<file path="config.mk">
export PLATFORM = sky130hd
export DESIGN_NAME = gated_prescale_div
export DESIGN_NICKNAME = d
export VERILOG_FILES = /design/src/rtl/gdiv_pkg.sv /design/src/rtl/gpd_prescaler.sv /design/src/rtl/gpd_en_sync.sv /design/src/rtl/gpd_divider.sv /design/src/rtl/gated_prescale_div.sv
export SDC_FILE = /design/constraint.sdc
export NUM_CORES = 1
export LEC_CHECK = 0
export ABC_AREA = 1
export BUFFER_PORTS_ARGS = -buffer_cell sky130_fd_sc_hd__buf_2
export CAP_MARGIN = 20
export CORE_UTILIZATION = 55
export CTS_BUF_LIST = sky130_fd_sc_hd__clkbuf_4 sky130_fd_sc_hd__clkbuf_8 sky130_fd_sc_hd__clkbuf_16
export DETAILED_ROUTE_END_ITERATION = 16
export MAX_ROUTING_LAYER = met4
export PLACE_DENSITY = 0.76
export SYNTH_ARGS = -nofsm -noshare
export SYNTH_HDL_FRONTEND = slang
export SYNTH_HIERARCHICAL = 1
export SYNTH_SLANG_ARGS = --single-unit
</file>
<file path="constraint.sdc">
create_clock -name clk -period 2.9 [get_ports clk]
set_input_delay 0.145 -clock clk [delete_from_list [all_inputs] [get_ports clk]]
set_output_delay 0.145 -clock clk [all_outputs]
set_load 0.02 [all_outputs]
</file>
<file path="src/rtl/gdiv_pkg.sv">
package gdiv_pkg;

   typedef enum logic [1:0] {
      PS_BY1 = 2'd0,
      PS_BY2 = 2'd1,
      PS_BY4 = 2'd2
   } ps_sel_e;

   localparam int PS_MAX_HALF = 4;
   localparam int PH_W        = $clog2(2 * PS_MAX_HALF);

   function automatic ps_sel_e ps_decode(input logic pre_bypass, input logic m_bit);
      if (pre_bypass)  return PS_BY1;
      else if (m_bit)  return PS_BY2;
      else             return PS_BY4;
   endfunction

   function automatic logic [PH_W-1:0] ps_half(input ps_sel_e sel);
      case (sel)
         PS_BY2:  return PH_W'(2);
         PS_BY4:  return PH_W'(4);
         default: return PH_W'(1);
      endcase
   endfunction

endpackage

</file>
<file path="src/rtl/gpd_prescaler.sv">
module gpd_prescaler
   import gdiv_pkg::*;
(
   input  logic    clk,
   input  logic    rst_n,
   input  ps_sel_e sel,
   output logic    mclk_tick,
   output logic    mclk_nxt,
   output logic    mclk_q
);
   logic [PH_W-1:0] half_len;
   logic [PH_W-1:0] last_ph;
   logic [PH_W-1:0] ph_q;
   logic [PH_W-1:0] ph_nxt;

   always_comb begin
      half_len  = ps_half(sel);
      last_ph   = PH_W'((half_len << 1) - PH_W'(1));
      // wrap on >= so a phase left over from a larger ratio cannot stall
      mclk_tick = (ph_q >= last_ph);
      ph_nxt    = mclk_tick ? '0 : ph_q + PH_W'(1);
      mclk_nxt  = (ph_nxt < half_len);
   end

   always_ff @(posedge clk or negedge rst_n) begin
      if (!rst_n) begin
         ph_q   <= '1;
         mclk_q <= 1'b0;
      end else begin
         ph_q   <= ph_nxt;
         mclk_q <= mclk_nxt;
      end
   end
endmodule

</file>
<file path="src/rtl/gpd_en_sync.sv">
module gpd_en_sync #(
   parameter int STAGES = 2
) (
   input  logic clk,
   input  logic rst_n,
   input  logic mclk_tick,
   input  logic en_async,
   output logic en_ok
);
   logic [STAGES-1:0] stg_q;

   generate
      for (genvar gi = 0; gi < STAGES; gi++) begin : g_stage
         if (gi == 0) begin : g_first
            always_ff @(posedge clk or negedge rst_n) begin
               if (!rst_n)         stg_q[gi] <= 1'b0;
               else if (mclk_tick) stg_q[gi] <= en_async;
            end
         end else begin : g_next
            always_ff @(posedge clk or negedge rst_n) begin
               if (!rst_n)         stg_q[gi] <= 1'b0;
               else if (mclk_tick) stg_q[gi] <= stg_q[gi-1];
            end
         end
      end
   endgenerate

   assign en_ok = stg_q[STAGES-1];
endmodule

</file>
<file path="src/rtl/gpd_divider.sv">
module gpd_divider #(
   parameter int NW = 9
) (
   input  logic          clk,
   input  logic          rst_n,
   input  logic          mclk_tick,
   input  logic          mclk_nxt,
   input  logic          div_bypass,
   input  logic [NW-1:0] n_code,
   input  logic          en_ok,
   output logic          clk_out
);
   localparam int CW = NW + 1;

   logic [CW-1:0] divisor;
   logic [CW-1:0] hi_cnt;
   logic [CW-1:0] last_cnt;
   logic [CW-1:0] cnt_q, cnt_d, cnt_inc;
   logic          run_q, run_d;
   logic          pulse_q, pulse_d;
   logic          hold_hi;
   logic          out_d;

   always_comb begin
      divisor  = {1'b0, n_code} + CW'(2);
      hi_cnt   = divisor >> 1;
      last_cnt = divisor - CW'(1);
      cnt_inc  = (cnt_q >= last_cnt) ? '0 : cnt_q + CW'(1);
      hold_hi  = pulse_q && (cnt_inc != '0) && (cnt_inc < hi_cnt);

      run_d   = run_q;
      cnt_d   = cnt_q;
      pulse_d = pulse_q;

      if (mclk_tick) begin
         if (div_bypass) begin
            // gate toggles only at a prescaled rising boundary
            run_d   = en_ok;
            cnt_d   = '0;
            pulse_d = 1'b0;
         end else if (!run_q) begin
            run_d   = en_ok;
            cnt_d   = '0;
            pulse_d = en_ok;
         end else if (en_ok || hold_hi) begin
            cnt_d   = cnt_inc;
            pulse_d = (cnt_inc < hi_cnt);
         end else begin
            run_d   = 1'b0;
            cnt_d   = '0;
            pulse_d = 1'b0;
         end
      end

      out_d = div_bypass ? (run_d & mclk_nxt) : pulse_d;
   end

   always_ff @(posedge clk or negedge rst_n) begin
      if (!rst_n) begin
         cnt_q   <= '0;
         run_q   <= 1'b0;
         pulse_q <= 1'b0;
         clk_out <= 1'b0;
      end else begin
         cnt_q   <= cnt_d;
         run_q   <= run_d;
         pulse_q <= pulse_d;
         clk_out <= out_d;
      end
   end
endmodule

</file>
<file path="src/rtl/gated_prescale_div.sv">
module gated_prescale_div
   import gdiv_pkg::*;
#(
   parameter int NW          = 9,
   parameter int SYNC_STAGES = 2
) (
   input  logic          clk,
   input  logic          rst_n,
   input  logic          cfg_m,
   input  logic          cfg_pre_bypass,
   input  logic          cfg_div_bypass,
   input  logic [NW-1:0] cfg_n,
   input  logic          enable_async,
   output logic          clk_out,
   output logic          mclk_out
);
   generate
      if (NW < 2 || NW > 16) begin : g_bad_nw
         $error("gated_prescale_div: NW must lie in 2..16");
      end
      if (SYNC_STAGES < 2) begin : g_bad_sync
         $error("gated_prescale_div: SYNC_STAGES must be at least 2");
      end
   endgenerate

   ps_sel_e ps_sel;
   logic    mclk_tick;
   logic    mclk_nxt;
   logic    en_ok;

   assign ps_sel = ps_decode(cfg_pre_bypass, cfg_m);

   gpd_prescaler u_pre (
      .clk       (clk),
      .rst_n     (rst_n),
      .sel       (ps_sel),
      .mclk_tick (mclk_tick),
      .mclk_nxt  (mclk_nxt),
      .mclk_q    (mclk_out)
   );

   gpd_en_sync #(.STAGES(SYNC_STAGES)) u_sync (
      .clk       (clk),
      .rst_n     (rst_n),
      .mclk_tick (mclk_tick),
      .en_async  (enable_async),
      .en_ok     (en_ok)
   );

   gpd_divider #(.NW(NW)) u_div (
      .clk        (clk),
      .rst_n      (rst_n),
      .mclk_tick  (mclk_tick),
      .mclk_nxt   (mclk_nxt),
      .div_bypass (cfg_div_bypass),
      .n_code     (cfg_n),
      .en_ok      (en_ok),
      .clk_out    (clk_out)
   );
endmodule

</file>
After elaboration in Yosys (flattened, before gate mapping) --
Cells that the tools add are included.
Storage, ports and cells: bits in registers 19, output and inout port bits 2, logic and storage cells 41
Cells by class: add/subtract/negate cells 5, mux-type cells 17, equal/unequal tests 2, bitwise logic cells 1, reduce and logical (&&, ||, !) cells 4, magnitude comparators 4
Operator list (count):
- 10-bit 2-to-1 mux | 4
- 10-bit by 1-bit adder with 10-bit output (second input constant) | 1
- 9-bit by 2-bit adder with 10-bit output (second input constant) | 1
- 10-bit >= comparator | 1
- 10-bit by 9-bit < comparator with 1-bit output | 1
- 10-bit nonzero test | 1
- 10-bit by 1-bit subtractor with 10-bit output (second input constant) | 1
- 1-bit 2-to-1 mux | 9
- 3-bit case mux with 2 select lines | 1
- 2-bit 2-to-1 mux | 2
- 3-bit by 1-bit adder with 3-bit output (second input constant) | 1
- 3-bit >= comparator | 1
- 3-bit < comparator | 1
- 3-bit 2-to-1 mux | 1
- 3-bit by 1-bit subtractor with 3-bit output (second input constant) | 1
- 2-bit by 1-bit equality test with 1-bit output (second input constant) | 1
- 2-bit equality test (second input constant) | 1
- 1-bit logical AND | 2
- 1-bit bitwise AND | 1
- 1-bit logical OR | 1

Depth between registers and ports, before layout --
Gate-level depths: netlist of run 1.
depth in word-level cells 14, gate-level depth with buffers 30, depth with buffers taken out 29

Modules after synthesis --
The synthesis of run 1 kept the hierarchy.
Modules (own cells, without submodules):
- gpd_divider | instances 1, cells an instance 234, area each 1571.5 sq um
- gpd_prescaler | instances 1, cells an instance 32, area each 296.5 sq um
- gpd_en_sync | instances 1, cells an instance 9, area each 76.3 sq um
- gated_prescale_div | instances 1, cells an instance 3, area each 13.8 sq um

Worst setup path after synthesis of run 1 --
Ideal clock, no wire load.
kind input-to-reg, start point input cfg_n[1], end point register u_div.clk_out, library setup time 0.065 ns, slack -0.579 ns, stages on the path 25, arrival time 3.414 ns, cell sequence nand3_1 > nor2_1 > xor2_1 > nand4_1 > nor2_1 > mux2_2 > ha_1 > a21o_1 > nor2_1 > nand3_1 > buf_4 > nor2_1 > ha_1 > a21o_1 > nand4_1 > nand2_1 > nand2_1 > nand2_1 > nor2_2 > nand2_2 > nand2_4 > nand2_4 > nand2_4 > nand2_2 > nand2_1
Between the ends: word-level cells in the longest chain between the ends 14, elaborated cells between the ends (all ways) 19, classes of those cells add/sub: 2; order compare: 2; mux: 10; bitwise: 1; reduce/logical: 4
RTL lines:
- start: declaration | RTL line gated_prescale_div.sv:12 | input logic [NW-1:0] cfg_n,
- 9-bit by 2-bit adder with 10-bit output (*) | RTL line gpd_divider.sv:25 | divisor = {1'b0, n_code} + CW'(2);
- parallel branches: the longest is 5 deep, another holds 10-bit by 1-bit subtractor with 10-bit output
- 1-bit logical AND (*) | RTL line gpd_divider.sv:29 | hold_hi = pulse_q && (cnt_inc != '0) && (cnt_inc < hi_cnt);
- 1-bit logical OR (*) | RTL line gpd_divider.sv:45 | end else if (en_ok || hold_hi) begin
- 1-bit 2-to-1 mux (*) | RTL line gpd_divider.sv:45
- 1-bit 2-to-1 mux (*) | RTL line gpd_divider.sv:41 | end else if (!run_q) begin
- 1-bit 2-to-1 mux (*) | RTL line gpd_divider.sv:36 | if (div_bypass) begin
- 1-bit 2-to-1 mux (*) | RTL line gpd_divider.sv:35 | if (mclk_tick) begin
- via u_div.run_d | RTL line gpd_divider.sv:19 | logic run_q, run_d;
- 1-bit bitwise AND (*) | RTL line gpd_divider.sv:55 | out_d = div_bypass ? (run_d & mclk_nxt) : pulse_d;
- 1-bit 2-to-1 mux (*) | RTL line gpd_divider.sv:55
- via u_div.out_d | RTL line gpd_divider.sv:22 | logic out_d;
- end signal: assignment | RTL line gpd_divider.sv:68 | clk_out <= out_d;
- end: declaration | RTL line gpd_divider.sv:11 | output logic clk_out
Mark *: on every way through the listed nets, which the timed path passes. A chain may end at the register's enable or synchronous reset.

Worst setup path in the final report of run 1 --
start point input cfg_n[1], end point register u_div.cnt_q[7]
Between the ends: word-level cells in the longest chain between the ends 11, elaborated cells between the ends (all ways) 12, classes of those cells add/sub: 2; order compare: 2; mux: 4; reduce/logical: 4
RTL lines:
- 9-bit by 2-bit adder with 10-bit output (*) | RTL line gpd_divider.sv:25
- parallel branches: the longest is 7 deep, another holds 10-bit by 1-bit subtractor with 10-bit output
- 10-bit 2-to-1 mux (*) | RTL line gpd_divider.sv:45
- 10-bit 2-to-1 mux (*) | RTL line gpd_divider.sv:41
- 10-bit 2-to-1 mux (*) | RTL line gpd_divider.sv:36
- end signal: assignment | RTL line gpd_divider.sv:65 | cnt_q <= cnt_d;
- end: declaration | RTL line gpd_divider.sv:18 | logic [CW-1:0] cnt_q, cnt_d, cnt_inc;
Every way passes the cells marked *.

==> run_summary.xml, run 1 <==
<?xml version="1.0" encoding="UTF-8"?>
<metrics>
  <group name="routing">
    <metric name="route.antenna.remaining_nets" unit="">0</metric>
    <metric name="wl_per_cell" unit="um">16.3</metric>
    <metric name="routed_wl" unit="um">6370</metric>
    <metric name="viasPerCell" unit="">5.80</metric>
    <metric name="drt_first_pass_iters" unit="">8</metric>
    <metric name="via_count" unit="">2269</metric>
    <metric name="route.detailed.drc" unit="">0</metric>
    <metric name="drt_iter0_markers" unit="">233</metric>
  </group>
  <group name="logic_synthesis">
    <metric name="ys_top_cells_by_area" unit="">sky130_fd_sc_hd__dfrtp_1 (20%), sky130_fd_sc_hd__ha_1 (19%), sky130_fd_sc_hd__nand2_1 (12%), sky130_fd_sc_hd__inv_1 (8.8%), sky130_fd_sc_hd__nand3_1 (6.1%)</metric>
    <metric name="net_count_of_the_mapped_netlist" unit="">322</metric>
    <metric name="synth_flop_type" unit="">sky130_fd_sc_hd__dfrtp_1</metric>
    <metric name="synth.yosys.seq_area_share" unit="%">24.5</metric>
    <metric name="yosys_register_bits" unit="">19</metric>
    <metric name="netlist.area_leader.share" unit="%">20.4</metric>
    <metric name="synth.yosys.warnings" unit="">6</metric>
    <metric name="ys_types" unit="">30</metric>
    <metric name="synth_edf_count" unit="">0</metric>
    <metric name="postSynthCellCount" unit="">278</metric>
    <metric name="async_reset_ff_share" unit="%">100</metric>
    <metric name="syn-cell-area" unit="um^2">1960</metric>
    <metric name="syn-mean-instance-area" unit="um^2">7.04</metric>
    <metric name="synthDominantAreaCellType" unit="">sky130_fd_sc_hd__dfrtp_1</metric>
  </group>
  <group name="global_routing">
    <metric name="maximum_number_of_pins_on_one_net_before_global_route_repair" unit="">20</metric>
    <metric name="grt.total_usage" unit="%">35.5</metric>
    <metric name="antenna_found_initial" unit="">0</metric>
    <metric name="globalRouteOverflowTotal" unit="">0</metric>
    <metric name="first_global_vias" unit="">2183</metric>
    <metric name="grt_first_pass_wirelength" unit="um">9510</metric>
  </group>
  <group name="floorplan">
    <metric name="die_width" unit="um">61.7</metric>
    <metric name="die_footprint" unit="um^2">3800</metric>
    <metric name="floorplan.die.height" unit="um">61.7</metric>
    <metric name="io_pins" unit="">17</metric>
    <metric name="row_count" unit="">21</metric>
    <metric name="start_util" unit="%">58.2</metric>
    <metric name="core_region_area" unit="um^2">3360</metric>
  </group>
  <group name="clock_tree">
    <metric name="clk_lat_worst_skew" unit="ns">0.30</metric>
    <metric name="cts_root_buffer" unit="">sky130_fd_sc_hd__clkbuf_4</metric>
    <metric name="htree_levels" unit="">1</metric>
    <metric name="cts.path.max_buffers" unit="">2</metric>
    <metric name="cts_tree" unit="">yes</metric>
    <metric name="cts_sinks" unit="">19</metric>
    <metric name="cts-buffers-inserted" unit="">3</metric>
    <metric name="clk_pin_slew_worst_paths" unit="ns">0.11</metric>
  </group>
  <group name="power_and_ir_drop">
    <metric name="report.power.total" unit="mW">1.23</metric>
    <metric name="pwr_density_cell" unit="nW/um^2">431</metric>
    <metric name="p_leak" unit="nW">1.47</metric>
    <metric name="power.ir.vdd_worst" unit="uV">456</metric>
  </group>
  <group name="timing">
    <metric name="final.setup.worst_slack" unit="ns">-0.436</metric>
    <metric name="timing.final.crit_period" unit="ns">3.34</metric>
    <metric name="hold_viol" unit="">0</metric>
    <metric name="timing_worst_slew_pin_value" unit="ns">0.671</metric>
    <metric name="setup-violations-final" unit="">13</metric>
    <metric name="clock-skew-final" unit="ns">0.0133</metric>
    <metric name="period_share" unit="%">115</metric>
    <metric name="max_slew_margin" unit="%">55.0</metric>
    <metric name="final.setup.tns" unit="ns">-4.98</metric>
    <metric name="fmax" unit="GHz">0.300</metric>
    <metric name="unrepaired_setup_endpoints_after_global_routing" unit="">true</metric>
    <metric name="worst_hold_slack" unit="ns">0.0542</metric>
    <metric name="timing.final.max_slew_violations" unit="">0</metric>
  </group>
  <group name="placed_design">
    <metric name="hpwlAfterDp" unit="um">3820</metric>
    <metric name="io_buffers" unit="">16</metric>
    <metric name="post-place-ws" unit="ns">-0.805</metric>
    <metric name="gpl.final_weighted_congestion" unit="">0.966</metric>
  </group>
  <group name="min_path">
    <metric name="holdCritPathClass" unit="">in -&gt; reg</metric>
  </group>
  <group name="worst_setup_path">
    <metric name="timing.critical_path.fanout_max" unit="">5</metric>
    <metric name="startpoint_type" unit="">input port</metric>
    <metric name="timing_worst_setup_path_type" unit="">in -&gt; reg</metric>
    <metric name="worstPathRequired" unit="ns">3.13</metric>
    <metric name="crit_arrival" unit="ns">3.57</metric>
    <metric name="worstSetupEndpointType" unit="">register</metric>
  </group>
  <group name="cells_and_area">
    <metric name="utilization" unit="%">85.1</metric>
    <metric name="syn_to_final_growth" unit="%">46.2</metric>
    <metric name="design.final.nets" unit="">390</metric>
    <metric name="antenna_cells" unit="">0</metric>
    <metric name="layout_cells_sized_above_1" unit="%">39.1</metric>
  </group>
  <group name="flow_run">
    <metric name="max_capacitance_violation_count" unit="">0</metric>
  </group>
  <group name="run_status">
    <metric name="violations" unit="">setup timing</metric>
    <metric name="run_status" unit="">finished, violations left</metric>
  </group>
</metrics>
-- state kept, by name (all words and copies together) (netlist names) --
name           cells
u_div/cnt_q       10
u_div/clk_out      1
u_pre/mclk_q       1
u_sync/en_ok       1
u_div/run_q        1
u_div/pulse_q      1
u_pre/ph_q         3
u_sync/stg_q       1
-- final timing paths --
path                       cells past startpoint                         from  slack [ns]                          end
max                                           26                     cfg_n[1]       -0.44   u_div/cnt_q[7]$_DFFE_PN0P_
min                                            3                 enable_async        0.05  u_sync/stg_q[0]$_DFFE_PN0P_
max reg2reg                                   20   u_div/cnt_q[0]$_DFFE_PN0P_        0.05      u_div/clk_out$_DFF_PN0_
min reg2reg                                    2  u_sync/stg_q[0]$_DFFE_PN0P_        0.48     u_sync/en_ok$_DFFE_PN0P_
max in group asynchronous                      2                        rst_n        2.30      u_pre/ph_q[1]$_DFF_PN1_
min in group asynchronous                      2                        rst_n        0.28   u_div/cnt_q[7]$_DFFE_PN0P_
-- cells in the final DEF, fill, tap and decap left out, types with 8 or more instances in the layout --
cell type	instances
sky130_fd_sc_hd__inv_1	45
sky130_fd_sc_hd__nand3_1	16
sky130_fd_sc_hd__dfrtp_1	16
sky130_fd_sc_hd__nand2_2	9
sky130_fd_sc_hd__nor2_4	9
sky130_fd_sc_hd__nand2_1	54
sky130_fd_sc_hd__ha_1	21
sky130_fd_sc_hd__nor2_2	8
sky130_fd_sc_hd__buf_2	13
sky130_fd_sc_hd__buf_4	46
sky130_fd_sc_hd__ha_4	8
sky130_fd_sc_hd__nor2_1	16
-- routing by layer --
layer / up-vias / routed length (um) / GRT usage, %
li1: 1036 / - / -
met1: 1039 / 2320 / 40.5
met2: 139 / 3060 / 57.3
met3: 55 / 548 / 11.1
met4: 0 / 440 / 15.2
met5: - / 0 / -
-- cell usage after synthesis (2+ instances only) --
master / instances
sky130_fd_sc_hd__a21oi_1: 10
sky130_fd_sc_hd__inv_2: 2
sky130_fd_sc_hd__dfrtp_1: 16
sky130_fd_sc_hd__o21a_1: 2
sky130_fd_sc_hd__inv_1: 46
sky130_fd_sc_hd__ha_1: 29
sky130_fd_sc_hd__o21ai_0: 9
sky130_fd_sc_hd__nand2_4: 3
sky130_fd_sc_hd__nand2_1: 60
sky130_fd_sc_hd__dfstp_2: 3
sky130_fd_sc_hd__nor2_1: 30
sky130_fd_sc_hd__nand3_1: 24
sky130_fd_sc_hd__nand4_1: 5
sky130_fd_sc_hd__a21o_1: 3
sky130_fd_sc_hd__nor2_2: 3
sky130_fd_sc_hd__o22ai_1: 2
sky130_fd_sc_hd__nor3_1: 3
sky130_fd_sc_hd__xor2_1: 7
sky130_fd_sc_hd__nand2_2: 3
sky130_fd_sc_hd__xnor2_1: 8
-- layout make-up --
cell class | instances | area [um^2]
fillers | 199 | 500
inverters | 48 | 180
well taps | 46 | 57.6
clock inverters | 1 | 5.00
multi-input cells | 211 | 1660
clock buffers | 3 | 22.5
repair buffers | 63 | 462
flip-flops and latches | 19 | 479
-- critical path, cell delays in order --
cell	delay [ns]
sky130_fd_sc_hd__buf_8	0.11
sky130_fd_sc_hd__ha_4	0.16
sky130_fd_sc_hd__or2_4	0.26
sky130_fd_sc_hd__a21oi_4	0.14
sky130_fd_sc_hd__nand3_2	0.11
sky130_fd_sc_hd__nor2_4	0.11
sky130_fd_sc_hd__buf_4	0.12
sky130_fd_sc_hd__xnor2_1	0.13
sky130_fd_sc_hd__inv_1	0.10
sky130_fd_sc_hd__ha_4	0.27
sky130_fd_sc_hd__nand2_2	0.08
sky130_fd_sc_hd__nor2_4	0.21
sky130_fd_sc_hd__nand3_4	0.14
sky130_fd_sc_hd__nand3_4	0.18
sky130_fd_sc_hd__nor2_4	0.06
sky130_fd_sc_hd__ha_4	0.23
sky130_fd_sc_hd__a21o_1	0.15
sky130_fd_sc_hd__nand4_1	0.07
sky130_fd_sc_hd__nand2_1	0.06
sky130_fd_sc_hd__nand2_1	0.07
sky130_fd_sc_hd__nand2_1	0.07
sky130_fd_sc_hd__nor2_2	0.14
sky130_fd_sc_hd__nand2_2	0.10
sky130_fd_sc_hd__nand2_2	0.11
sky130_fd_sc_hd__nand3_1	0.10
sky130_fd_sc_hd__o21ai_1	0.13
-- where the power goes --
| group | internal, mW | leakage, nW | switching (mW) |
|---|---|---|---|
| Sequential | 0.338 | 0.247 | 0.0351 |
| Clock | 0.0515 | 0.0177 | 0.0809 |
| Combinational | 0.277 | 1.21 | 0.450 |
-- through the flow --
stage	area, um^2	instances
3_5_place_dp	2480	375
4_1_cts	2780	388
3_3_place_gp	2480	375
6_report	2860	391
5_1_grt	2860	391
2_1_floorplan	2080	278
-- logic make-up after synthesis --
family,synth area share [%]
buffers and inverters,9.78
xor gates and xnor gates,6.71
adders and majority gates,18.5
AOI/OAI and AO/OA,8.88
DFF,24.5
and+or+nand+nor,31.1
muxes,0.575
-- repair_timing --
item                                   CTS  global route
hold buffers                             1             0
endpoints found under the hold margin   16             0
pin swaps                               26             2
cloned                                   2             0
setup buffers                            6             3
resized for setup                       38            12
setup endpoints to repair               13            13
Power figures use the tool's default switching activity.
==> inputs of run 2 (changes only) <==
Settings changed: PLACE_DENSITY 0.76 to 0.77, REMOVE_ABC_BUFFERS set to 1, SYNTH_HIERARCHICAL 1 to not set.
==> run 2 against run 1 <==
  * Total power down 9.8%
  * Critical path depth up 3
  * The flow still finishes with violations (setup timing)
  * Clock skew fell by 0.0058 ns
  * Utilization up 1.7 points
  * Die area decreased by 3.7%
  * Sequential share of layout area grew 0.77 points
  * Sequential cell count unchanged
  * Worst hold slack worse by 0.012 ns
  * Via count is 3.3% lower
  * Area after synthesis decreased by 3.8%
  * Non-clock buffer count increased by 2
  * Sequential power about the same
==> run_summary.xml, run 2 <==
<?xml version="1.0" encoding="UTF-8"?>
<metrics>
  <group name="routing">
    <metric name="viasPerCell" unit="">5.72</metric>
    <metric name="wl_per_cell" unit="um">16.2</metric>
    <metric name="routed_wl" unit="um">6210</metric>
    <metric name="drt_first_pass_iters" unit="">5</metric>
    <metric name="drt_iter0_markers" unit="">158</metric>
    <metric name="route.detailed.drc" unit="">0</metric>
    <metric name="via_count" unit="">2195</metric>
    <metric name="route.antenna.remaining_nets" unit="">0</metric>
  </group>
  <group name="cells_and_area">
    <metric name="largest_reg_flops" unit="">10</metric>
    <metric name="design.final.nets" unit="">382</metric>
    <metric name="utilization" unit="%">86.8</metric>
    <metric name="layout_cells_sized_above_1" unit="%">38.2</metric>
    <metric name="multiInputGateArea" unit="um^2">1520</metric>
    <metric name="syn_to_final_growth" unit="%">45.4</metric>
    <metric name="fin_area" unit="um^2">2740</metric>
    <metric name="final_common_cell" unit="">sky130_fd_sc_hd__nand2_1</metric>
    <metric name="final_cell_mix" unit="">sky130_fd_sc_hd__nand2_1 (58), sky130_fd_sc_hd__buf_4 (47), sky130_fd_sc_hd__inv_1 (38), sky130_fd_sc_hd__nand3_1 (19), sky130_fd_sc_hd__ha_1 (19)</metric>
    <metric name="antenna_cells" unit="">0</metric>
    <metric name="registers_with_the_highest_flip_flop_counts" unit="">u_div.cnt_q: 10 flops, u_pre.ph_q: 3 flops</metric>
    <metric name="largest_register_by_flop_count" unit="">u_div.cnt_q</metric>
    <metric name="nFillCells" unit="">178</metric>
    <metric name="flip_flop_and_latch_area" unit="um^2">479</metric>
  </group>
  <group name="global_routing">
    <metric name="busiest_layer" unit="">met2</metric>
    <metric name="maximum_number_of_pins_on_one_net_before_global_route_repair" unit="">20</metric>
    <metric name="antenna_found_initial" unit="">0</metric>
    <metric name="first_global_vias" unit="">1958</metric>
    <metric name="grt.total_usage" unit="%">31.3</metric>
    <metric name="met3_usage_in_global_routing" unit="%">6.40</metric>
    <metric name="grt_util_met2" unit="%">52.9</metric>
    <metric name="grt_first_pass_wirelength" unit="um">8250</metric>
    <metric name="globalRouteOverflowTotal" unit="">0</metric>
    <metric name="groute.layer.met1.usage" unit="%">37.0</metric>
  </group>
  <group name="clock_tree">
    <metric name="cts-buffers-inserted" unit="">3</metric>
    <metric name="cts_tree" unit="">yes</metric>
    <metric name="clk_lat_worst_skew" unit="ns">0.30</metric>
    <metric name="cts.path.max_buffers" unit="">2</metric>
    <metric name="cts_sinks" unit="">19</metric>
    <metric name="cts_root_buffer" unit="">sky130_fd_sc_hd__clkbuf_4</metric>
    <metric name="clk_pin_slew_worst_paths" unit="ns">0.11</metric>
    <metric name="htree_levels" unit="">1</metric>
  </group>
  <group name="worst_setup_path">
    <metric name="timing_worst_setup_path_type" unit="">in -&gt; reg</metric>
    <metric name="library_cell_appearing_most_often_on_the_critical_path" unit="">sky130_fd_sc_hd__buf_4</metric>
    <metric name="cp_slowest_cell" unit="">sky130_fd_sc_hd__ha_1</metric>
    <metric name="startpoint_type" unit="">input port</metric>
    <metric name="worstPathRequired" unit="ns">3.14</metric>
    <metric name="worst_path_largest_cell_delay" unit="ns">0.28</metric>
    <metric name="rr_endpoint" unit="">u_div.cnt_q[4]$_DFFE_PN0N_</metric>
    <metric name="r2r_slack" unit="ns">-0.04</metric>
    <metric name="worstSetupEndpointType" unit="">register</metric>
    <metric name="timing.critical_path.fanout_max" unit="">5</metric>
    <metric name="reg2reg_depth" unit="">23</metric>
    <metric name="crit_arrival" unit="ns">3.58</metric>
    <metric name="critical_path.reg2reg.startpoint" unit="">u_div.cnt_q[0]$_DFFE_PN0N_</metric>
  </group>
  <group name="placed_design">
    <metric name="post-place-ws" unit="ns">-0.939</metric>
    <metric name="placed_area" unit="um^2">2270</metric>
    <metric name="io_buffers" unit="">16</metric>
    <metric name="hpwlAfterDp" unit="um">3600</metric>
    <metric name="gpl.final_weighted_congestion" unit="">0.983</metric>
  </group>
  <group name="timing">
    <metric name="fmax" unit="GHz">0.299</metric>
    <metric name="unrepaired_setup_endpoints_after_global_routing" unit="">true</metric>
    <metric name="setup-violations-final" unit="">13</metric>
    <metric name="timing.final.max_slew_violations" unit="">0</metric>
    <metric name="max_slew_margin" unit="%">71.9</metric>
    <metric name="period_share" unit="%">115</metric>
    <metric name="timing.final.crit_period" unit="ns">3.35</metric>
    <metric name="worst_hold_slack" unit="ns">0.0423</metric>
    <metric name="hold_viol" unit="">0</metric>
    <metric name="clock-skew-final" unit="ns">0.00756</metric>
    <metric name="timing_worst_slew_pin_value" unit="ns">0.421</metric>
    <metric name="final.setup.worst_slack" unit="ns">-0.447</metric>
  </group>
  <group name="logic_synthesis">
    <metric name="synth.yosys.warnings" unit="">0</metric>
    <metric name="yosysMostFrequentCell" unit="">sky130_fd_sc_hd__nand2_1</metric>
    <metric name="ys_top_cells_by_area" unit="">sky130_fd_sc_hd__dfrtp_1 (21%), sky130_fd_sc_hd__ha_1 (17%), sky130_fd_sc_hd__nand2_1 (13%), sky130_fd_sc_hd__inv_1 (8.4%), sky130_fd_sc_hd__nand3_1 (6.6%)</metric>
    <metric name="postSynthCellCount" unit="">273</metric>
    <metric name="synth_top_cells_by_count" unit="">sky130_fd_sc_hd__nand2_1 (66), sky130_fd_sc_hd__inv_1 (42), sky130_fd_sc_hd__nor2_1 (27)</metric>
    <metric name="synth_flop_type" unit="">sky130_fd_sc_hd__dfrtp_1</metric>
    <metric name="async_reset_ff_share" unit="%">100</metric>
    <metric name="synth.yosys.seq_area_share" unit="%">25.4</metric>
    <metric name="synthDominantAreaCellType" unit="">sky130_fd_sc_hd__dfrtp_1</metric>
    <metric name="ys_types" unit="">25</metric>
    <metric name="syn-cell-area" unit="um^2">1880</metric>
    <metric name="yosys_register_bits" unit="">19</metric>
    <metric name="synth_edf_count" unit="">0</metric>
    <metric name="netlist.area_leader.share" unit="%">21.3</metric>
    <metric name="syn-mean-instance-area" unit="um^2">6.90</metric>
  </group>
  <group name="power_and_ir_drop">
    <metric name="pwr_density_cell" unit="nW/um^2">406</metric>
    <metric name="p_leak" unit="nW">1.41</metric>
    <metric name="power.ir.vdd_worst" unit="uV">537</metric>
  </group>
  <group name="run_status">
    <metric name="violations" unit="">setup timing</metric>
    <metric name="run_status" unit="">finished, violations left</metric>
  </group>
  <group name="floorplan">
    <metric name="die_width" unit="um">60.5</metric>
    <metric name="io_pins" unit="">17</metric>
    <metric name="floorplan.die.height" unit="um">60.5</metric>
    <metric name="row_count" unit="">20</metric>
    <metric name="start_util" unit="%">59.7</metric>
    <metric name="die_footprint" unit="um^2">3660</metric>
    <metric name="core_region_area" unit="um^2">3150</metric>
  </group>
  <group name="min_path">
    <metric name="hold_path_end" unit="">u_sync.stg_q[0]$_DFFE_PN0N_</metric>
    <metric name="whs_path_depth" unit="">3</metric>
    <metric name="timing.hold.worst.start" unit="">enable_async</metric>
    <metric name="holdCritPathClass" unit="">in -&gt; reg</metric>
  </group>
  <group name="flow_run">
    <metric name="max_capacitance_violation_count" unit="">0</metric>
  </group>
</metrics>
[run 2: cell count changes after synthesis, moves of 2 or more]
cell                      before  now
sky130_fd_sc_hd__ha_1         29   26
sky130_fd_sc_hd__inv_1        46   42
sky130_fd_sc_hd__inv_2         2    0
sky130_fd_sc_hd__nand2_1      60   66
sky130_fd_sc_hd__nand2_2       3    1
sky130_fd_sc_hd__nand2_4       3    0
sky130_fd_sc_hd__nor2_1       30   27
sky130_fd_sc_hd__nor2_2        3    7
sky130_fd_sc_hd__o21a_1        2    0
sky130_fd_sc_hd__o21ai_1       1    6
sky130_fd_sc_hd__o22ai_1       2    0
sky130_fd_sc_hd__or2_2         1    3
[run 2: how the worst max path moves through the flow]
stage	end	slack, ns	startpoint
after CTS	u_div.clk_out$_DFF_PN0_	-0.30	cfg_n[2]
after detailed placement	u_div.clk_out$_DFF_PN0_	-0.94	cfg_n[1]
after global routing	u_div.cnt_q[4]$_DFFE_PN0N_	-0.68	cfg_n[4]
after floorplan	u_div.clk_out$_DFF_PN0_	-0.54	cfg_n[1]
after global placement	u_div.clk_out$_DFF_PN0_	-0.81	cfg_n[1]
final	u_div.cnt_q[4]$_DFFE_PN0N_	-0.45	cfg_n[3]
[run 2: cell type report]
class	count	area share, %
sequential	19	17.5
clock buffer	3	0.823
multi-input combinational	209	55.6
clock inverter	1	0.274
inverter	43	5.90
tap	44	2.01
timing repair buffer	65	17.9
[run 2: where the power goes]
part	internal, mW	switching, mW	leakage [nW]
registers	0.335	0.0380	0.248
clock network	0.0526	0.0847	0.0139
logic	0.230	0.373	1.15
[run 2: cell families after synthesis]
| logic type | Yosys count | synth area share (%) |
|---|---|---|
| adders and majority gates | 26 | 17.3 |
| DFF | 19 | 25.4 |
| AOI/OAI and AO/OA | 29 | 8.24 |
| buffers and inverters | 46 | 9.57 |
| xor gates and xnor gates | 15 | 6.98 |
| and+or+nand+nor | 137 | 31.9 |
| muxes | 1 | 0.598 |
[run 2: stage by stage]
step	power, mW	setup TNS (ns)	instances
after floorplan	0.692	-6.12	270
after global placement	0.847	-9.82	366
after CTS	1.05	-3.40	379
final	1.11	-5.00	384
after global routing	1.20	-7.85	384
after detailed placement	0.871	-11.21	366
[run 2: what timing repair did]
action / 4_1_cts / 5_1_grt
gates cloned: 1 / 0
gates resized for setup: 50 / 26
endpoints found under the setup margin: 13 / 13
hold endpoints to repair: 16 / 0
hold buffers: 1 / 0
pin swaps: 20 / 26
buffers inserted: 7 / 5
[run 2: critical path: cells and delay by family]
| family | cells | cell delay [ns] |
|---|---|---|
| fa+ha+maj | 2 | 0.43 |
| xor+xnor | 2 | 0.24 |
| compound gates | 3 | 0.41 |
| simple gates | 14 | 1.52 |
| buf+inv | 8 | 0.79 |
[run 2: routing by layer]
metal | share of wire (%) | wire length [um]
met1 | 38 | 2370
met2 | 48 | 2990
met3 | 8.0 | 495
met4 | 5.7 | 352
met5 | 0 | 0
